File: src/rtl/jc_pkg.sv
package jc_pkg;

  // Stage count chosen by the mode switch: five for decade, four for octal.
  function automatic int stage_count(input bit decade);
    return decade ? 5 : 4;
  endfunction

  // A ring pattern is legal when, reading bit 0 upward over the first n
  // bits, the value changes at most once.
  function automatic logic ring_legal(input logic [7:0] q, input int n);
    int edges;
    edges = 0;
    for (int i = 1; i < 8; i++) begin
      if (i < n && q[i] != q[i-1]) edges++;
    end
    return (edges <= 1);
  endfunction

endpackage

File: src/rtl/jc_ring.sv
module jc_ring #(
  parameter int STAGES = 5
) (
  input  logic              clk_i,
  input  logic              rst_i,
  input  logic              adv_i,
  output logic [STAGES-1:0] stage_o
);
  localparam int CW = $clog2(STAGES + 2);

  logic [STAGES-1:0] stage_q;
  logic [STAGES-1:0] stage_d;
  logic              mid_clear;
  logic              feed;

  // Anti-lock feedback. A new run of ones may start only from the all-zero
  // pattern; otherwise the lowest run is extended or closed. Any stray run
  // is pushed out of the top within STAGES shifts.
  always_comb begin
    mid_clear = ~|stage_q[STAGES-2:1];
    feed      = ~stage_q[STAGES-1] & (stage_q[0] | mid_clear);
    stage_d   = {stage_q[STAGES-2:0], feed};
  end

  always_ff @(posedge clk_i or posedge rst_i) begin
    if (rst_i)      stage_q <= '0;
    else if (adv_i) stage_q <= stage_d;
  end

  assign stage_o = stage_q;

  // Recovery window, counted at advancing edges that see an illegal pattern.
  logic          legal_now;
  logic [CW-1:0] bad_cnt;

  assign legal_now = jc_pkg::ring_legal({{(8-STAGES){1'b0}}, stage_q}, STAGES);

  always_ff @(posedge clk_i or posedge rst_i) begin
    if (rst_i)          bad_cnt <= '0;
    else if (legal_now) bad_cnt <= '0;
    else if (adv_i)     bad_cnt <= bad_cnt + 1'b1;
  end

  // an illegal pattern never survives more than STAGES advances
  p_recover_in_window_r7: assert property (@(posedge clk_i) disable iff (rst_i)
    bad_cnt <= CW'(STAGES));

  // while reset is high the ring sits at the zero pattern
  p_reset_clears_r1: assert property (@(posedge clk_i)
    rst_i |-> (stage_q == '0));

endmodule

File: src/rtl/jc_decode.sv
module jc_decode #(
  parameter int STAGES = 5
) (
  input  logic [STAGES-1:0]   stage_i,
  output logic [2*STAGES-1:0] slot_o,
  output logic                carry_o
);
  localparam int SLOTS = 2 * STAGES;

  // Each slot is a two-input gate on neighbouring stages.
  for (genvar k = 0; k < SLOTS; k++) begin : g_slot
    if (k == 0) begin : g_first
      assign slot_o[k] = ~stage_i[STAGES-1] & ~stage_i[0];
    end else if (k < STAGES) begin : g_fill
      assign slot_o[k] = stage_i[k-1] & ~stage_i[k];
    end else if (k == STAGES) begin : g_full
      assign slot_o[k] = stage_i[STAGES-1] & stage_i[0];
    end else begin : g_drain
      assign slot_o[k] = ~stage_i[k-STAGES-1] & stage_i[k-STAGES];
    end
  end

  // Carry is high while the top stage is still clear (the first half).
  assign carry_o = ~stage_i[STAGES-1];

endmodule

File: src/rtl/johnson_divider.sv
module johnson_divider #(
  parameter bit DECADE = 1'b1
) (
  input  logic                                    clk_i,
  input  logic                                    rst_i,
  input  logic                                    hold_i,
  output logic [2*jc_pkg::stage_count(DECADE)-1:0] slot_o,
  output logic                                    carry_o
);
  localparam int STAGES = jc_pkg::stage_count(DECADE);
  localparam int SLOTS  = 2 * STAGES;

  logic [STAGES-1:0] stage_w;
  logic              adv;
  logic              ring_ok;

  assign adv = ~hold_i;

  jc_ring #(.STAGES(STAGES)) u_ring (
    .clk_i   (clk_i),
    .rst_i   (rst_i),
    .adv_i   (adv),
    .stage_o (stage_w)
  );

  jc_decode #(.STAGES(STAGES)) u_decode (
    .stage_i (stage_w),
    .slot_o  (slot_o),
    .carry_o (carry_o)
  );

  assign ring_ok = jc_pkg::ring_legal({{(8-STAGES){1'b0}}, stage_w}, STAGES);

  // a legal ring gives exactly one active slot
  p_one_slot_r4: assert property (@(posedge clk_i) disable iff (rst_i)
    ring_ok |-> ($countones(slot_o) == 1));

  // reset shows slot 0 and a high carry
  p_reset_slot_r1: assert property (@(posedge clk_i)
    rst_i |-> (slot_o[0] && carry_o));

  // a held edge leaves the outputs unchanged
  p_hold_freeze_r3: assert property (@(posedge clk_i) disable iff (rst_i)
    hold_i |=> ($stable(slot_o) || !ring_ok));

  // carry rises only on entry to slot 0
  p_carry_wrap_r6: assert property (@(posedge clk_i) disable iff (rst_i)
    (ring_ok && $rose(carry_o)) |-> slot_o[0]);

  // each slot hands over to the next, the last one to slot 0
  for (genvar k = 0; k < SLOTS; k++) begin : g_step_chk
    p_slot_step_r2: assert property (@(posedge clk_i) disable iff (rst_i)
      (ring_ok && !hold_i && slot_o[k]) |=> (slot_o[(k+1)%SLOTS] || !ring_ok || rst_i));
  end

endmodule

File: config.mk
export PLATFORM = sky130hd
export DESIGN_NAME = johnson_divider
export DESIGN_NICKNAME = d
export VERILOG_FILES = /design/src/rtl/jc_pkg.sv /design/src/rtl/jc_ring.sv /design/src/rtl/jc_decode.sv /design/src/rtl/johnson_divider.sv
export SDC_FILE = /design/constraint.sdc
export NUM_CORES = 1
export LEC_CHECK = 0
export BUFFER_PORTS_ARGS = -buffer_cell sky130_fd_sc_hd__buf_2
export CAP_MARGIN = 20
export CORE_AREA = 2 2 39 41
export CTS_BUF_LIST = sky130_fd_sc_hd__clkbuf_8 sky130_fd_sc_hd__clkbuf_16
export DETAILED_ROUTE_END_ITERATION = 6
export DIE_AREA = 0 0 41 43
export MAX_ROUTING_LAYER = met4
export PLACE_DENSITY_LB_ADDON = 0.08
export REMOVE_ABC_BUFFERS = 1
export SLEW_MARGIN = 15
export SYNTH_ARGS = -nofsm -noshare
export SYNTH_HDL_FRONTEND = slang
export SYNTH_SLANG_ARGS = --single-unit
File: constraint.sdc
create_clock -name clk_i -period 1.06 [get_ports clk_i]
set_clock_uncertainty 0.15 [all_clocks]
set_input_delay 0.212 -clock clk_i [delete_from_list [all_inputs] [get_ports clk_i]]
set_output_delay 0.212 -clock clk_i [all_outputs]
set_load 0.02 [all_outputs]
==> results of run 1 <==
[worst max-delay path: stages (launching register included)]
cell and delay, ns:
dfrtp_2 0.43, and2b_1 0.21, buf_6 0.11
[metal layers]
metal  vias to the layer above  share of wire
li1                        125              -
met1                       119           0.40
met2                         9           0.49
met3                         5          0.058
met4                         0          0.047
met5                         -              0
[repair_timing]
item                                    in CTS  in global routing
hold buffers                                 1                  0
endpoints found under the setup margin      14                 16
pin swaps                                    3                  0
hold endpoints to repair                     5                  0
buffers inserted                             5                  1
gates resized for setup                     20                  7
[synthesized netlist by cell type]
cell | n | share of area
and2_1 | 1 | 0.025
and2b_1 | 3 | 0.089
dfrtp_1 | 5 | 0.49
inv_1 | 2 | 0.030
mux2_1 | 2 | 0.089
mux2_2 | 2 | 0.089
nor2_1 | 2 | 0.030
nor2b_1 | 4 | 0.099
nor4_1 | 1 | 0.025
o22a_1 | 1 | 0.034
[where the power goes]
group | switching, W | leakage, nW | internal [W]
sequential | 0.000124 | 0.0592 | 0.000293
combinational | 0.000523 | 0.185 | 0.000704
clock | 0.0000962 | 0.0269 | 0.000248
total | 0.000743 | 0.271 | 0.00125
[cell families after synthesis]
| group | after synthesis |
|---|---|
| AO/OA/AOI/OAI | 1 |
| buffers and inverters | 2 |
| AND/OR/NAND/NOR | 11 |
| multiplexers | 4 |
| flip-flops | 5 |
[cell usage in the layout (no fill, tap or decap), types with 2 or more instances in the layout]
master / n
buf_2: 2
and2b_1: 3
clkbuf_8: 3
inv_1: 2
dfrtp_1: 3
mux2_4: 2
dfrtp_2: 2
buf_4: 8
nor2b_1: 3
nor2_1: 2
buf_6: 10
[path summary, 6_finish.rpt]
path                                                     from                            end  slack (ns)
worst max register to register  u_ring.stage_o[0]$_DFFE_PP0N_  u_ring.stage_o[1]$_DFFE_PP0N_       -0.13
worst min-delay path                                   hold_i  u_ring.stage_o[0]$_DFFE_PP0N_        0.19
min in group asynchronous                               rst_i  u_ring.stage_o[2]$_DFFE_PP0N_        0.29
worst min register to register  u_ring.stage_o[1]$_DFFE_PP0N_  u_ring.stage_o[2]$_DFFE_PP0N_        0.43
worst max-delay path            u_ring.stage_o[1]$_DFFE_PP0N_                      slot_o[7]       -0.28
max in group asynchronous                               rst_i  u_ring.stage_o[1]$_DFFE_PP0N_        0.28
[area by class of cell]
cell class              instances  area [µm²]  area share
clock buffers                   3        41.3      0.0788
clock inverters                 1        3.75     0.00716
inverters                       2        7.51      0.0143
multi-input cells              16         131       0.251
flip-flops and latches          5         128       0.243
well taps                      16        20.0      0.0382
repair buffers                 21         193       0.368
[through the flow]
stage                     utilization  setup slack (ns)  std cells  hold WS, ns  cell area [µm²]
after detailed placement        0.256           -0.0771         54      -0.0277              354
after global placement          0.256           -0.0752         54      -0.0310              354
after CTS                       0.360            -0.299         63        0.179              498
final                           0.379            -0.279         64        0.186              524
after floorplan                     -            -0.107         23       -0.159              254
after global routing            0.379            -0.327         64        0.198              524
==> impl_metrics.env, run 1 <==
export IMPL_max_freq_mhz=747
export IMPL_ctsRootBufferMaster="clkbuf_8"
export IMPL_status="complete, but fails checks"
export IMPL_clkLatencyLatePin_ns=0.22
export IMPL_period_minus_slack_ns=1.34
export IMPL_die_w_um=41
export IMPL_fin_crit_sh=1.26
export IMPL_drive_gt1_frac=0.625
export IMPL_cp_end_kind="output pin"
export IMPL_ys_types=10
export IMPL_vias=258
export IMPL_wl_per_cell_um=10.8
export IMPL_finalHoldViolCount=0
export IMPL_firstDrtPassIters=3
export IMPL_io_buffer_count=13
export IMPL_grt_pass1_vias=250
export IMPL_hold_class="in -> reg"
export IMPL_worst_slew_pin_slew_ns=0.221
export IMPL_setup_viol=16
export IMPL_rsz0062_at_grt="true"
export IMPL_top_usage_layer="met2"
export IMPL_synth_xor_area_frac=0
export IMPL_ys_seq_area_frac=0.493
export IMPL_ir_drop_uv=1210
export IMPL_detail_route_iter0_violations=2
export IMPL_die_h_um=43
export IMPL_tns_ns=-3.00
export IMPL_violations="negative setup slack"
export IMPL_htree_levels=1
export IMPL_required_ns=0.70
export IMPL_numCtsBuffers=3
export IMPL_synth_compound_area_frac=0.0345
export IMPL_setup_slack_ns=-0.279
export IMPL_r2r_cells=3
export IMPL_critPathLaunchType="flop"
export IMPL_synth_area_um2=254
export IMPL_synthSimpleGateAreaFrac=0.266
export IMPL_crit_fanout=7
export IMPL_grt_max_degree=8
export IMPL_largest_reg_flops=5
export IMPL_slew_viol_final=0
export IMPL_boundaryPins=14
export IMPL_synth_area_per_cell_um2=11.0
export IMPL_syn_inst=23
export IMPL_leakage_nw=0.271
export IMPL_syn_to_final_growth_pct=106
export IMPL_pwr_density_cell_nw_per_um2=3790
export IMPL_clock_path_buffers=2
export IMPL_grt_use_met2=0.134
export IMPL_ant_nets=0
export IMPL_use_met3=0.0314
export IMPL_grt_overflow_total=0
export IMPL_power_w=0.00199
export IMPL_ys_seq_elements=5
export IMPL_worstHoldPathCells=2
export IMPL_met1_usage=0.102
export IMPL_final_nets=52
export IMPL_fill_cells=149
export IMPL_drc=0
export IMPL_cp_data_arrival_time_ns=0.98
export IMPL_num_antenna_cells=0
export IMPL_core_area_um2=1380
export IMPL_path_class="reg -> out"
export IMPL_fp_dieArea_um2=1760
export IMPL_initial_utilization=0.184
export IMPL_antenna_found_initial=0
export IMPL_synthMuxAreaShare=0.177
export IMPL_grt_total_usage=0.0983
export IMPL_slew_headroom=0.851
export IMPL_cts_sinks=5
export IMPL_ys_warn_count=0
export IMPL_drv_cap=0
export IMPL_path_clk_slew_ns=0.03
export IMPL_synth_top_family_by_area="simple AND/OR/NAND/NOR gates"
export IMPL_place_gp_congestion=0.697
export IMPL_viasPerCell=4.03
export IMPL_grt_pass1_wl_um=1060
export IMPL_finalWirelength_um=688
export IMPL_cts_tree="done"
export IMPL_rows=14
export IMPL_synthAdderAreaFrac=0
No activity file was read; power rests on OpenSTA's default activity.
==> inputs of run 2 (changes only) <==
--- a/config.mk
+++ b/config.mk
@@ -7,10 +7,10 @@
 export LEC_CHECK = 0
 export BUFFER_PORTS_ARGS = -buffer_cell sky130_fd_sc_hd__buf_2
 export CAP_MARGIN = 20
-export CORE_AREA = 2 2 39 41
+export CORE_AREA = 3 3 40 42
 export CTS_BUF_LIST = sky130_fd_sc_hd__clkbuf_8 sky130_fd_sc_hd__clkbuf_16
 export DETAILED_ROUTE_END_ITERATION = 6
-export DIE_AREA = 0 0 41 43
+export DIE_AREA = 0 0 43 45
 export MAX_ROUTING_LAYER = met4
 export PLACE_DENSITY_LB_ADDON = 0.08
 export REMOVE_ABC_BUFFERS = 1
==> run 2 against run 1 <==
Against the previous run: register-to-register slack is essentially flat; die area rose by 9.8%; routed wire length decreased by 8.1%; clock power decreased by 2%; highest routed layer is now met3; global-route usage down 2.1 points; worst setup slack improved by 0.013 ns; non-clock buffer count is 2 lower; the flow still finishes with violations (negative setup slack).
==> impl_metrics.env, run 2 (synthesis results as in run 1) <==
export IMPL_mostFrequentLayoutCell="buf_6"
export IMPL_crit_fanout=6
export IMPL_antenna_found_initial=0
export IMPL_crit_slowest_cell="dfrtp_1"
export IMPL_vias=248
export IMPL_setup_viol=16
export IMPL_num_antenna_cells=0
export IMPL_setup_slack_ns=-0.266
export IMPL_rows=13
export IMPL_die_h_um=45
export IMPL_hold_class="in -> reg"
export IMPL_slew_headroom=0.835
export IMPL_met1_usage=0.0733
export IMPL_pwr_share_clk=0.180
export IMPL_firstDrtPassIters=2
export IMPL_die_w_um=43
export IMPL_place_gp_congestion=0.666
export IMPL_final_nets=50
export IMPL_drv_cap=0
export IMPL_drc=0
export IMPL_dp_cells=52
export IMPL_whs_ns=0.193
export IMPL_slew_viol_final=0
export IMPL_use_met3=0.0319
export IMPL_leakage_nw=0.256
export IMPL_fin_crit_sh=1.25
export IMPL_cts_tree="done"
export IMPL_grt_pass1_vias=233
export IMPL_dp_slack_ns=-0.0749
export IMPL_initial_utilization=0.198
export IMPL_boundaryPins=14
export IMPL_clock_path_buffers=2
export IMPL_max_stage_delay_ns=0.41
export IMPL_swShare=0.383
export IMPL_period_minus_slack_ns=1.33
export IMPL_max_freq_mhz=754
export IMPL_cts_sinks=5
export IMPL_grt_total_usage=0.0776
export IMPL_wl_per_cell_um=10.4
export IMPL_htree_levels=1
export IMPL_rsz0062_at_grt="true"
export IMPL_core_area_um2=1280
export IMPL_syn_to_final_growth_pct=95.6
export IMPL_cp_data_arrival_time_ns=0.96
export IMPL_grt_pass1_wl_um=972
export IMPL_finalWirelength_um=632
export IMPL_layout_common_cells="buf_6 (8), buf_4 (6), buf_2 (4)"
export IMPL_path_class="reg -> out"
export IMPL_instances_no_fill=61
export IMPL_grt_use_met2=0.111
export IMPL_cpLargestDelayFamily="flip-flops"
export IMPL_p_seq_frac=0.226
export IMPL_ir_drop_uv=1270
export IMPL_crit_buf_inv=1
export IMPL_numCtsBuffers=3
export IMPL_switchingPower_w=0.000721
export IMPL_fp_dieArea_um2=1940
export IMPL_ctsRootBufferMaster="clkbuf_8"
export IMPL_viasPerCell=4.07
export IMPL_worst_slew_pin_slew_ns=0.246
export IMPL_top_usage_layer="met2"
export IMPL_detail_route_iter0_violations=1
export IMPL_grt_overflow_total=0
export IMPL_violations="negative setup slack"
export IMPL_tns_ns=-2.83
export IMPL_status="complete, but fails checks"
export IMPL_drive_gt1_frac=0.652
export IMPL_utilization=0.387
export IMPL_grt_max_degree=7
export IMPL_crit_chain="and2b_1 -> buf_6"
export IMPL_clkLatencyLatePin_ns=0.22
export IMPL_power_internal_w=0.00116
export IMPL_comb_power_share=0.594
export IMPL_fill_cells=135
export IMPL_io_buffer_count=13
export IMPL_required_ns=0.70
export IMPL_ant_nets=0
export IMPL_path_clk_slew_ns=0.04
export IMPL_critPathLaunchType="flop"
export IMPL_pwr_density_cell_nw_per_um2=3790
export IMPL_finalHoldViolCount=0
export IMPL_largest_reg_flops=5
export IMPL_cp_end_kind="output pin"
==> run 2: worst paths after layout <==
kind | start | endpoint | slack [ns] | cells past startpoint
max | u_ring.stage_o[2]$_DFFE_PP0N_ | slot_o[2] | -0.27 | 2
min | hold_i | u_ring.stage_o[0]$_DFFE_PP0N_ | 0.19 | 2
max reg2reg | u_ring.stage_o[1]$_DFFE_PP0N_ | u_ring.stage_o[0]$_DFFE_PP0N_ | -0.14 | 3
min reg2reg | u_ring.stage_o[1]$_DFFE_PP0N_ | u_ring.stage_o[2]$_DFFE_PP0N_ | 0.43 | 1
max in group asynchronous | rst_i | u_ring.stage_o[3]$_DFFE_PP0N_ | 0.28 | 3
min in group asynchronous | rst_i | u_ring.stage_o[4]$_DFFE_PP0N_ | 0.28 | 3
==> run 2: repair_timing <==
item,4_1_cts,5_1_grt
endpoints found under the hold margin,5,0
setup buffers,4,0
gates resized for setup,17,7
pin swaps,2,1
gates cloned,0,0
endpoints found under the setup margin,12,16
hold buffers,1,0
==> run 2: power by group through the flow <==
stage / logic, W / clock network [W] / registers, W
6_report: 0.00112 / 0.000339 / 0.000426
5_1_grt: 0.00119 / 0.000363 / 0.000449
4_1_cts: 0.00107 / 0.000352 / 0.000412
3_5_place_dp: 0.000753 / 0 / 0.000420
3_3_place_gp: 0.000753 / 0 / 0.000411
2_1_floorplan: 0.000506 / 0 / 0.000380
==> run 2: layout make-up <==
type | instances | area, µm² | area share
inverter | 2 | 7.51 | 0.0151
clock inverter | 1 | 3.75 | 0.00756
multi-input combinational | 16 | 133 | 0.267
clock buffer | 3 | 41.3 | 0.0831
timing repair buffer | 19 | 165 | 0.332
tap | 15 | 18.8 | 0.0378
sequential | 5 | 128 | 0.257
==> run 2: per-layer routing <==
layer	share of wire	up-vias	routed length (µm)
met5	0	-	0
met4	0	0	0
met3	0.10	0	63
met2	0.48	10	303
met1	0.42	117	265
li1	-	121	-
==> run 2: stage by stage <==
stage | cell area [µm²] | total power, W
final | 497 | 0.00188
after global routing | 497 | 0.00200
after CTS | 478 | 0.00184
after detailed placement | 345 | 0.00117
after global placement | 345 | 0.00116
after floorplan | 254 | 0.000886
